[config.mk]
export PLATFORM = sky130hd
export DESIGN_NAME = rsz_phase_seq
export DESIGN_NICKNAME = d
export VERILOG_FILES = /design/src/rtl/rsz_pkg.sv /design/src/rtl/rsz_restoring_div.sv /design/src/rtl/rsz_ratio_decode.sv /design/src/rtl/rsz_phase_seq.sv
export SDC_FILE = /design/constraint.sdc
export NUM_CORES = 1
export LEC_CHECK = 0
export CORE_ASPECT_RATIO = 0.5
export CORE_MARGIN = 1
export CORE_UTILIZATION = 55
export CTS_CLUSTER_SIZE = 14
export DETAILED_ROUTE_END_ITERATION = 10
export GPL_ROUTABILITY_DRIVEN = 0
export GPL_TIMING_DRIVEN = 0
export PLACE_DENSITY = 0.75
export SYNTH_ARGS = -nofsm -noshare
export SYNTH_HDL_FRONTEND = slang
export SYNTH_SLANG_ARGS = --single-unit
[constraint.sdc]
create_clock -name clk -period 3.1 [get_ports clk]
set_clock_uncertainty 0.2 [all_clocks]
set_input_delay 0.31 -clock clk [delete_from_list [all_inputs] [get_ports clk]]
set_output_delay 0.31 -clock clk [all_outputs]
set_load 0.005 [all_outputs]
[src/rtl/rsz_pkg.sv]
package rsz_pkg;

  // Full weight: every share on the current source pixel.
  localparam int unsigned WT_W    = 10;
  localparam int unsigned WT_FULL = 512;
  localparam int unsigned WT_LOG2 = 9;

  typedef enum logic [1:0] {
    MODE_FRAC = 2'd0,
    MODE_INT  = 2'd1,
    MODE_DOWN = 2'd2,
    MODE_NONE = 2'd3
  } rsz_mode_e;

  // Rule choice for a ratio n/d; operands are zero-extended by the caller.
  function automatic rsz_mode_e f_pick_mode(input logic [15:0] n, input logic [15:0] d);
    if (n == 16'd1 && d == 16'd1) return MODE_NONE;
    if (d > n)                    return MODE_DOWN;
    if (d == 16'd1)               return MODE_INT;
    return MODE_FRAC;
  endfunction

  // Weight from the scaled phase quotient q = floor(512*phase/divisor).
  function automatic logic [WT_W-1:0] f_weight(input logic [WT_W-1:0] q);
    return WT_W'(WT_FULL) - q;
  endfunction

endpackage

[src/rtl/rsz_restoring_div.sv]
module rsz_restoring_div #(
  parameter int NW   = 15,
  parameter int DV_W = 6
) (
  input  logic            clk,
  input  logic            rst_n,
  input  logic            start,
  input  logic [NW-1:0]   dividend,
  input  logic [DV_W-1:0] divisor,
  output logic            busy,
  output logic            done,
  output logic [NW-1:0]   quot,
  output logic [DV_W-1:0] rem
);
  localparam int CW = $clog2(NW);

  logic [NW-1:0]   q_r;
  logic [DV_W-1:0] r_r, d_r;
  logic [CW-1:0]   cnt_r;
  logic            busy_r, done_r;

  // One quotient bit per cycle: shift in the next dividend bit, try to subtract.
  logic [DV_W:0] shifted;
  logic [DV_W:0] nxt_rem;
  logic          fits;

  assign shifted = {r_r, q_r[NW-1]};
  assign fits    = (shifted >= {1'b0, d_r});
  assign nxt_rem = fits ? (shifted - {1'b0, d_r}) : shifted;

  always_ff @(posedge clk or negedge rst_n) begin
    if (!rst_n) begin
      q_r    <= '0;
      r_r    <= '0;
      d_r    <= '0;
      cnt_r  <= '0;
      busy_r <= 1'b0;
      done_r <= 1'b0;
    end else begin
      done_r <= 1'b0;
      if (start) begin
        q_r    <= dividend;
        r_r    <= '0;
        d_r    <= divisor;
        cnt_r  <= '0;
        busy_r <= 1'b1;
      end else if (busy_r) begin
        r_r   <= nxt_rem[DV_W-1:0];
        q_r   <= {q_r[NW-2:0], fits};
        cnt_r <= cnt_r + 1'b1;
        if (cnt_r == CW'(NW - 1)) begin
          busy_r <= 1'b0;
          done_r <= 1'b1;
        end
      end
    end
  end

  assign busy = busy_r;
  assign done = done_r;
  assign quot = q_r;
  assign rem  = r_r;

  // Partial remainder never reaches the divisor (R5 arithmetic relies on it).
  p_partial_rem_r5: assert property (@(posedge clk) disable iff (!rst_n)
    busy_r |-> (nxt_rem < {1'b0, d_r}));

  // Final remainder is a proper residue.
  p_final_rem_r5: assert property (@(posedge clk) disable iff (!rst_n)
    done_r |-> (r_r < d_r));

  // The sequencer only launches a division when the unit is free.
  p_start_idle_r10: assert property (@(posedge clk) disable iff (!rst_n)
    start |-> !busy_r);

endmodule

[src/rtl/rsz_ratio_decode.sv]
module rsz_ratio_decode
  import rsz_pkg::*;
#(
  parameter int NUM_W    = 6,
  parameter int DEN_W    = 8,
  parameter int MAX_TAPS = 31,
  parameter int TAP_W    = 5,
  parameter int DV_W     = 6
) (
  input  logic [NUM_W-1:0] num,
  input  logic [DEN_W-1:0] denom,
  output logic             bad,
  output rsz_mode_e        mode,
  output logic [TAP_W-1:0] taps,
  output logic [DV_W-1:0]  divisor,
  output logic [DEN_W:0]   step,
  output logic [DEN_W-1:0] seed
);
  logic is_down;

  assign bad     = (num == '0) || (num > NUM_W'(MAX_TAPS)) || (denom == '0);
  assign mode    = f_pick_mode(16'(num), 16'(denom));
  assign is_down = (mode == MODE_DOWN);
  assign taps    = num[TAP_W-1:0];

  // The shrink rule works at twice the phase resolution.
  assign divisor = is_down ? {taps, 1'b0} : {1'b0, taps};
  assign step    = is_down ? {denom, 1'b0} : {1'b0, denom};
  assign seed    = is_down ? (denom - DEN_W'(taps)) : '0;

endmodule

[src/rtl/rsz_phase_seq.sv]
module rsz_phase_seq
  import rsz_pkg::*;
#(
  parameter int MAX_TAPS = 31,
  parameter int NUM_W    = 6,
  parameter int DEN_W    = 8
) (
  input  logic             clk,
  input  logic             rst_n,
  input  logic             start,
  input  logic [NUM_W-1:0] num,
  input  logic [DEN_W-1:0] denom,
  input  logic             out_ready,
  output logic             out_valid,
  output logic [9:0]       out_weight,
  output logic [DEN_W-1:0] out_offset,
  output logic             out_last,
  output logic             done,
  output logic             err
);
  localparam int TAP_W = $clog2(MAX_TAPS + 1);
  localparam int DV_W  = TAP_W + 1;
  localparam int NW_A  = DV_W + WT_LOG2;
  localparam int NW_B  = DEN_W + 2;
  localparam int NW    = (NW_A > NW_B) ? NW_A : NW_B;

  typedef enum logic [2:0] {S_IDLE, S_SEED, S_WDIV, S_ODIV, S_EMIT} seq_state_e;

  seq_state_e       state_q;
  rsz_mode_e        mode_q;
  logic [TAP_W-1:0] taps_q, idx_q;
  logic [DV_W-1:0]  div_q, rem_q;
  logic [DEN_W:0]   step_q;
  logic [WT_W-1:0]  weight_q;
  logic [DEN_W-1:0] offset_q;
  logic             done_q, err_q;

  // Decoded ratio
  logic             dec_bad;
  rsz_mode_e        dec_mode;
  logic [TAP_W-1:0] dec_taps;
  logic [DV_W-1:0]  dec_div;
  logic [DEN_W:0]   dec_step;
  logic [DEN_W-1:0] dec_seed;

  rsz_ratio_decode #(
    .NUM_W(NUM_W), .DEN_W(DEN_W), .MAX_TAPS(MAX_TAPS), .TAP_W(TAP_W), .DV_W(DV_W)
  ) decode_i (
    .num(num), .denom(denom), .bad(dec_bad), .mode(dec_mode),
    .taps(dec_taps), .divisor(dec_div), .step(dec_step), .seed(dec_seed)
  );

  // Named internal events
  logic accept_start, handshake, is_last, launch_seq;
  logic             dv_start, dv_busy, dv_done;
  logic [NW-1:0]    dv_dividend, dv_quot;
  logic [DV_W-1:0]  dv_divisor, dv_rem;

  assign accept_start = start && (state_q == S_IDLE);
  assign is_last      = (idx_q == taps_q - TAP_W'(1));
  assign handshake    = out_valid && out_ready;
  assign launch_seq   = accept_start && !dec_bad &&
                        (dec_mode == MODE_FRAC || dec_mode == MODE_DOWN);

  // Divider launch points: seed reduction, weight quotient, advance quotient.
  always_comb begin
    dv_start    = 1'b0;
    dv_dividend = '0;
    dv_divisor  = div_q;
    unique case (state_q)
      S_IDLE: begin
        dv_start    = launch_seq;
        dv_dividend = NW'(dec_seed);
        dv_divisor  = dec_div;
      end
      S_SEED: begin
        dv_start    = dv_done;
        dv_dividend = NW'({dv_rem, {WT_LOG2{1'b0}}});
      end
      S_WDIV: begin
        dv_start    = dv_done;
        dv_dividend = NW'(rem_q) + NW'(step_q);
      end
      S_EMIT: begin
        dv_start    = handshake && !is_last && (mode_q != MODE_INT);
        dv_dividend = NW'({rem_q, {WT_LOG2{1'b0}}});
      end
      default: ;
    endcase
  end

  rsz_restoring_div #(.NW(NW), .DV_W(DV_W)) div_i (
    .clk(clk), .rst_n(rst_n), .start(dv_start),
    .dividend(dv_dividend), .divisor(dv_divisor),
    .busy(dv_busy), .done(dv_done), .quot(dv_quot), .rem(dv_rem)
  );

  always_ff @(posedge clk or negedge rst_n) begin
    if (!rst_n) begin
      state_q  <= S_IDLE;
      mode_q   <= MODE_NONE;
      taps_q   <= '0;
      idx_q    <= '0;
      div_q    <= '0;
      rem_q    <= '0;
      step_q   <= '0;
      weight_q <= '0;
      offset_q <= '0;
      done_q   <= 1'b0;
      err_q    <= 1'b0;
    end else begin
      done_q <= 1'b0;
      err_q  <= 1'b0;
      unique case (state_q)
        S_IDLE: if (start) begin
          if (dec_bad) begin
            err_q <= 1'b1;
          end else if (dec_mode == MODE_NONE) begin
            done_q <= 1'b1;
          end else begin
            mode_q <= dec_mode;
            taps_q <= dec_taps;
            div_q  <= dec_div;
            step_q <= dec_step;
            idx_q  <= '0;
            if (dec_mode == MODE_INT) begin
              weight_q <= WT_W'(WT_FULL);
              offset_q <= '0;
              state_q  <= S_EMIT;
            end else begin
              state_q <= S_SEED;
            end
          end
        end
        S_SEED: if (dv_done) begin
          rem_q   <= dv_rem;
          state_q <= S_WDIV;
        end
        S_WDIV: if (dv_done) begin
          weight_q <= f_weight(dv_quot[WT_W-1:0]);
          state_q  <= S_ODIV;
        end
        S_ODIV: if (dv_done) begin
          offset_q <= dv_quot[DEN_W-1:0];
          rem_q    <= dv_rem;
          state_q  <= S_EMIT;
        end
        S_EMIT: if (out_ready) begin
          if (is_last) begin
            state_q <= S_IDLE;
            done_q  <= 1'b1;
          end else begin
            idx_q <= idx_q + 1'b1;
            if (mode_q == MODE_INT) begin
              offset_q <= DEN_W'((idx_q + 1'b1) == (taps_q - TAP_W'(1)));
            end else begin
              state_q <= S_WDIV;
            end
          end
        end
        default: state_q <= S_IDLE;
      endcase
    end
  end

  assign out_valid  = (state_q == S_EMIT);
  assign out_weight = weight_q;
  assign out_offset = offset_q;
  assign out_last   = is_last;
  assign done       = done_q;
  assign err        = err_q;

  // ---- assertions ----
  p_hold_r8: assert property (@(posedge clk) disable iff (!rst_n)
    (out_valid && !out_ready) |=> (out_valid && $stable(out_weight) &&
                                   $stable(out_offset) && $stable(out_last)));

  p_done_after_last_r9: assert property (@(posedge clk) disable iff (!rst_n)
    (handshake && out_last) |=> (done && !out_valid));

  p_no_early_done_r9: assert property (@(posedge clk) disable iff (!rst_n)
    (handshake && !out_last) |=> !done);

  p_weight_range_r3: assert property (@(posedge clk) disable iff (!rst_n)
    out_valid |-> (out_weight != '0 && out_weight <= 10'd512));

  p_int_weight_r4: assert property (@(posedge clk) disable iff (!rst_n)
    (out_valid && mode_q == MODE_INT) |-> (out_weight == 10'd512));

  p_frac_step_r3: assert property (@(posedge clk) disable iff (!rst_n)
    (out_valid && mode_q == MODE_FRAC) |-> (out_offset <= DEN_W'(1)));

  p_wquot_r5: assert property (@(posedge clk) disable iff (!rst_n)
    (dv_done && state_q == S_WDIV) |-> (dv_quot < NW'(WT_FULL)));

  p_oquot_r5: assert property (@(posedge clk) disable iff (!rst_n)
    (dv_done && state_q == S_ODIV) |-> (dv_quot < NW'(1 << DEN_W)));

  p_err_alone_r7: assert property (@(posedge clk) disable iff (!rst_n)
    err |-> (!done && !out_valid));

  p_quiet_div_r1: assert property (@(posedge clk) disable iff (!rst_n)
    dv_busy |-> !out_valid);

endmodule

## Yosys cells after proc, flatten, opt, wreduce, memory -nomap -nowiden

Index checks and enable logic that the tools add are counted.

| storage, ports and cells | value |
|---|---|
| word-level logic and storage cells | 154 |
| output and inout bits | 22 |
| input bits | 18 |
| bits in registers | 89 |

| cells by class | value |
|---|---|
| $lt $le $gt $ge | 3 |
| mux-type cells | 72 |
| add/sub/neg operators | 7 |
| reductions and logical operators | 28 |
| equality and inequality tests | 25 |
| bitwise logic cells | 2 |

Operator list:

| operator | count |
|---|---|
| $mux W8 | 9 |
| $pmux W15 S4 | 1 |
| $mux W10 | 5 |
| $mux W15 | 2 |
| $mux W3 | 10 |
| $mux W6 | 5 |
| $mux W5 | 5 |
| $pmux W8 S3 | 1 |
| $mux W1 | 20 |
| $pmux W10 S2 | 1 |
| $pmux W3 S5 | 1 |
| $mux W2 | 6 |
| $ne A2 B1 Y1 const B | 6 |
| $reduce_and A6 Y1 | 2 |
| $add A6 B9 Y10 | 1 |
| $eq A5 B5 Y1 | 2 |
| $ne A2 B2 Y1 const B | 5 |
| $pmux W5 S2 | 1 |
| $sub A10 B10 Y10 const A | 1 |
| $mux W9 | 1 |
| $reduce_and A9 Y1 | 1 |
| $eq A8 B1 Y1 const B | 1 |
| $gt A8 B6 Y1 | 1 |
| $logic_not A8 Y1 | 1 |
| other kinds (31) | 48 |

## Longest topological paths before layout

| logic depth | value |
|---|---|
| depth in word-level cells | 15 |
| mapped depth | 12 |
| mapped depth without buffers | 10 |

## Modules after synthesis

A second synthesis with hierarchy kept.

| second synthesis, totals | value |
|---|---|
| cell total of the unflattened synthesis | 580 |
| area total of the unflattened synthesis | 5,710.5 sq um |

Modules (own cells, without submodules):

| module | area an instance (sq um) | sequential area each (sq um) | instances | cells an instance |
|---|---|---|---|---|
| rsz_phase_seq | 3,286.9 | 1,403.8 | 1 | 316 |
| rsz_restoring_div | 1,751.7 | 825.8 | 1 | 174 |
| rsz_ratio_decode | 671.9 | 0.0 | 1 | 90 |

## Worst setup path after synthesis

No wires, ideal clock.

| timing | value |
|---|---|
| kind | input -> register |
| start point | in denom[0] |
| end point | reg div_i.q_r[0] (netlist: div_i.quot[0]) |
| setup slack | 0.384 ns |
| stages | 11 |
| buffers on the path | 1 |
| arrival | 2.388 ns |
| path through | inv_1 -> ha_1 -> inv_1 -> fa_1 -> nand3_1 -> a21oi_1 -> o21ai_2 -> and2b_1 -> o221a_4 -> buf_6 -> mux2_1 |

| on the way | value |
|---|---|
| longest elaborated chain between the ends | 12 |
| elaborated cells between the ends (all ways) | 28 |

Ends and longest elaborated chain:

| element | line | source |
|---|---|---|
| start: declaration | rsz_phase_seq.sv:12 | `input logic [DEN_W-1:0] denom,` |
| branches (longest 12 deep; another with $gt A8 B6 Y1) | -- |  |
| end signal: assignment | rsz_restoring_div.sv:42 | `q_r <= dividend;` |
| end signal: assignment | rsz_restoring_div.sv:49 | `q_r <= {q_r[NW-2:0], fits};` |
| end: declaration | rsz_restoring_div.sv:17 | `logic [NW-1:0] q_r;` |

Parallel ways; which one is timed is not known. The select of a mux whose other input is x is not followed.
A chain may end at the register's enable or synchronous reset.

## Worst setup path after layout

| timing | value |
|---|---|
| start point | in denom[5] |
| end point | reg weight_q[0] (netlist: out_weight[0]) |

| on the way | value |
|---|---|
| longest elaborated chain between the ends | 10 |
| elaborated cells between the ends (all ways) | 22 |

Ends and longest elaborated chain:

| element | line | source |
|---|---|---|
| branches (longest 9 deep; another with $gt A8 B6 Y1) | -- |  |
| $reduce_and A6 Y1 (no source line) * | -- |  |
| end signal: assignment | rsz_phase_seq.sv:127 | `weight_q <= WT_W'(WT_FULL);` |
| end signal: assignment | rsz_phase_seq.sv:140 | `weight_q <= f_weight(dv_quot[WT_W-1:0]);` |
| end: declaration | rsz_phase_seq.sv:34 | `logic [WT_W-1:0] weight_q;` |

Every way passes the cells marked *. The select of a mux whose other input is x is not followed.

==> impl_metrics.toml <==
[clocking]
cts_max_level = 3
clockBufferDepth = 2
cts.sinks = 89
cts_tree = "done"
cts-root-buf = "clkbuf_16"
clk_pin_slew_ns = 0.06
cts_buffers = 9
clock_latency_ns = 0.34

[detailed_routing]
dr_total_vias = 4499
antenna_left = 0
wirelength_um = 13430
post_drt_via_cell_ratio = 5.889
drc = 0
drt_iter0_markers = 303
dr.pass1.iters = 5
wire_per_inst_um = 17.58

[placement]
port_buffers = 39
place_hpwl_um = 10000
placedInstanceArea_um2 = 6182

[sta]
tightest_slew_ns = 0.7028
hold_viol = 0
timing.hold.ws_ns = 0.2140
fin_crit_ns = 3.015
finalSetupViolCount = 0
drv_slew = 0
fin_crit_sh = 0.9727
fin_setup_tns_ns = 0
slew_headroom = 0.5315
max_freq_ghz = 0.3316

[die]
die_w_um = 144.8
start_util = 0.5799
coreArea_um2 = 9666
io_pins = 40
die-area_um2 = 10620
rows = 25
die_h_um = 73.39

[finish]
nNetsFinal = 668
fin_area_um2 = 6589
nFillCells = 727
antennaDiodeCount = 0
drive_above_1_share = 0.1256
area_growth_pct = 17.54

[logic_synthesis]
async_flop_share = 1.000
ys_top_cells_by_area = "dfrtp_1 39%, mux2i_1 6.6%, ha_1 5.1%"
netlist_instances = 566
ys_seq_area_frac = 0.3978
synth-edff-count = 0
avgSynthCellArea_um2 = 9.903
syn-num-nets = 610
synth_cell_types = 70
syn-cell-area_um2 = 5605
synthDominantAreaCellType = "dfrtp_1"
synth_seq_cells = 89
synth_ff_type = "dfrtp_1"
yosys_warnings = 0
yosys.area.top_type_share = 0.3884

[run_status]
outcome = "finished, final reports clean"

[power]
p_seq_frac = 0.333
power.internal_uw = 3631
power.share.combinational = 0.499
p_per_area_nw_per_um2 = 924.6
irDropWorstVdd_mv = 0.4614
power_switching_uw = 2461
power.share.switching = 0.4039
clock_power_share = 0.168
power.leakage_uw = 0.003012
total_power_uw = 6092

[global_route]
grt_pass1_wl_um = 21820
first_global_vias = 4265
antenna_found_initial = 0
grt_overflow = 0
grt_start_max_net_pins = 50
grt_use_total = 0.2753

[worst_setup_path]
required_ns = 3.13
worstSetupStartpoint = "denom[5]"
cp-end-kind = "register"
cp-start-kind = "input port"
path_class = "in2reg"
r2r_cells = 8
crit_arrival_ns = 3.04
r2r_start = "div_i.d_r[1]"
cp_max_fo = 10

[hold_path]
whs_path_depth = 2
hp-class = "in2reg"
min_from = "denom[0]"

[job]
max_cap_viol_count = 0
[registers in the layout (all words and copies together) (netlist names), 2 cells and up]
name and flops:
rem_q 6, state_q 3, mode_q 2, taps_q 5, div_i.quot 15, idx_q 5
out_offset 8, step_q 9, div_i.d_r 6, out_weight 10, div_i.cnt_r 4, div_i.rem 6
div_q 6
[power by group through the flow]
stage	sequential, uW	clock (uW)	combinational [uW]
CTS	2010	1030	2980
finish	2030	1030	3040
detailed placement	2020	0	2950
global route	2070	1070	3380
global placement	2010	0	2880
floorplan	1910	0	2210
[final cells by class]
class / count / area (um^2) / share of cell area
buffer: 22 / 123.9 / 0.01880
multi-input combinational: 427 / 3193 / 0.4846
timing repair buffer: 48 / 496.7 / 0.07539
tap: 135 / 168.9 / 0.02564
sequential: 89 / 2230 / 0.3384
clock buffer: 12 / 246.5 / 0.03741
inverter: 27 / 101.3 / 0.01538
clock inverter: 4 / 28.78 / 0.004368
[layout by cell type, fill, tap and decap left out, types with 5 or more instances in the layout]
cell	synthesis	final
a211oi_2	4	5
a21o_1	8	8
a21oi_1	19	18
a22o_1	16	16
a22oi_1	9	9
buf_4	0	6
clkbuf_1	15	16
clkbuf_16	0	9
clkdlybuf4s50_1	0	36
dfrtp_1	87	87
ha_1	23	23
inv_1	27	26
mux2_1	6	6
mux2_2	20	20
mux2i_1	37	36
nand2_1	64	64
nand2b_1	6	6
nand3_1	15	15
nor2_1	39	38
nor2b_1	7	7
nor3_1	11	11
o21ai_0	36	36
xnor2_1	19	19
xor2_1	14	14
[synthesized netlist by cell type (8+ instances only)]
master / n
inv_1: 27
xor2_1: 14
dfrtp_1: 87
ha_1: 23
a21o_1: 8
o21ai_0: 36
xnor2_1: 19
a22oi_1: 9
mux2i_1: 37
nand3_1: 15
a21oi_1: 19
clkbuf_1: 15
mux2_2: 20
nor3_1: 11
a22o_1: 16
nor2_1: 39
nand2_1: 64
[layer usage]
metal,GRT usage,routed length [um],part of all wire,vias to the layer above
met5,0,0,0,-
met4,0.07719,150,0.011,0
met3,0.06649,747,0.056,16
met2,0.4247,5893,0.44,121
met1,0.3867,6638,0.49,2206
li1,-,-,-,2156
[cells by family after synthesis]
| family | Yosys count | synth area share |
|---|---|---|
| AOI/OAI and AO/OA | 132 | 0.1759 |
| xor gates and xnor gates | 33 | 0.05156 |
| adders and majority gates | 26 | 0.06205 |
| buffers and inverters | 50 | 0.04085 |
| DFF | 89 | 0.3978 |
| muxes | 63 | 0.1183 |
| and+or+nand+nor | 173 | 0.1536 |
[final timing paths]
kind	end	slack, ns
worst max-delay path	out_weight[0]	0.08
max in group asynchronous	mode_q[0]	1.67
min in group asynchronous	div_i.d_r[4]	0.32
worst max register to register	div_i.rem[1]	0.23
worst min register to register	mode_q[0]	0.27
worst min-delay path	step_q[0]	0.21
[timing repair]
item / CTS / global route
endpoints found under the hold margin: 48 / 0
hold buffers: 1 / 0
setup endpoints to repair: 34 / 41
resized for setup: 2 / 9
pin swaps: 1 / 3
gates cloned: 0 / 0
buffers inserted: 1 / 6
[metrics by stage]
step	setup WS (ns)	util	std cells
floorplan	0.3843	-	566
CTS	0.02167	0.6706	759
detailed placement	-0.6074	0.6396	741
global placement	-1.855	0.6378	740
finish	0.08469	0.6817	764
global route	-0.02219	0.6817	764
[critical path: stages]
cell	delay, ns
clkdlybuf4s50_1	0.68
ha_1	0.32
a2111o_1	0.52
o21ai_0	0.18
and4bb_2	0.31
a22oi_2	0.07
a21oi_4	0.15
buf_12	0.15
mux2_2	0.33
Note: power is estimated with default switching activity, not from simulation.
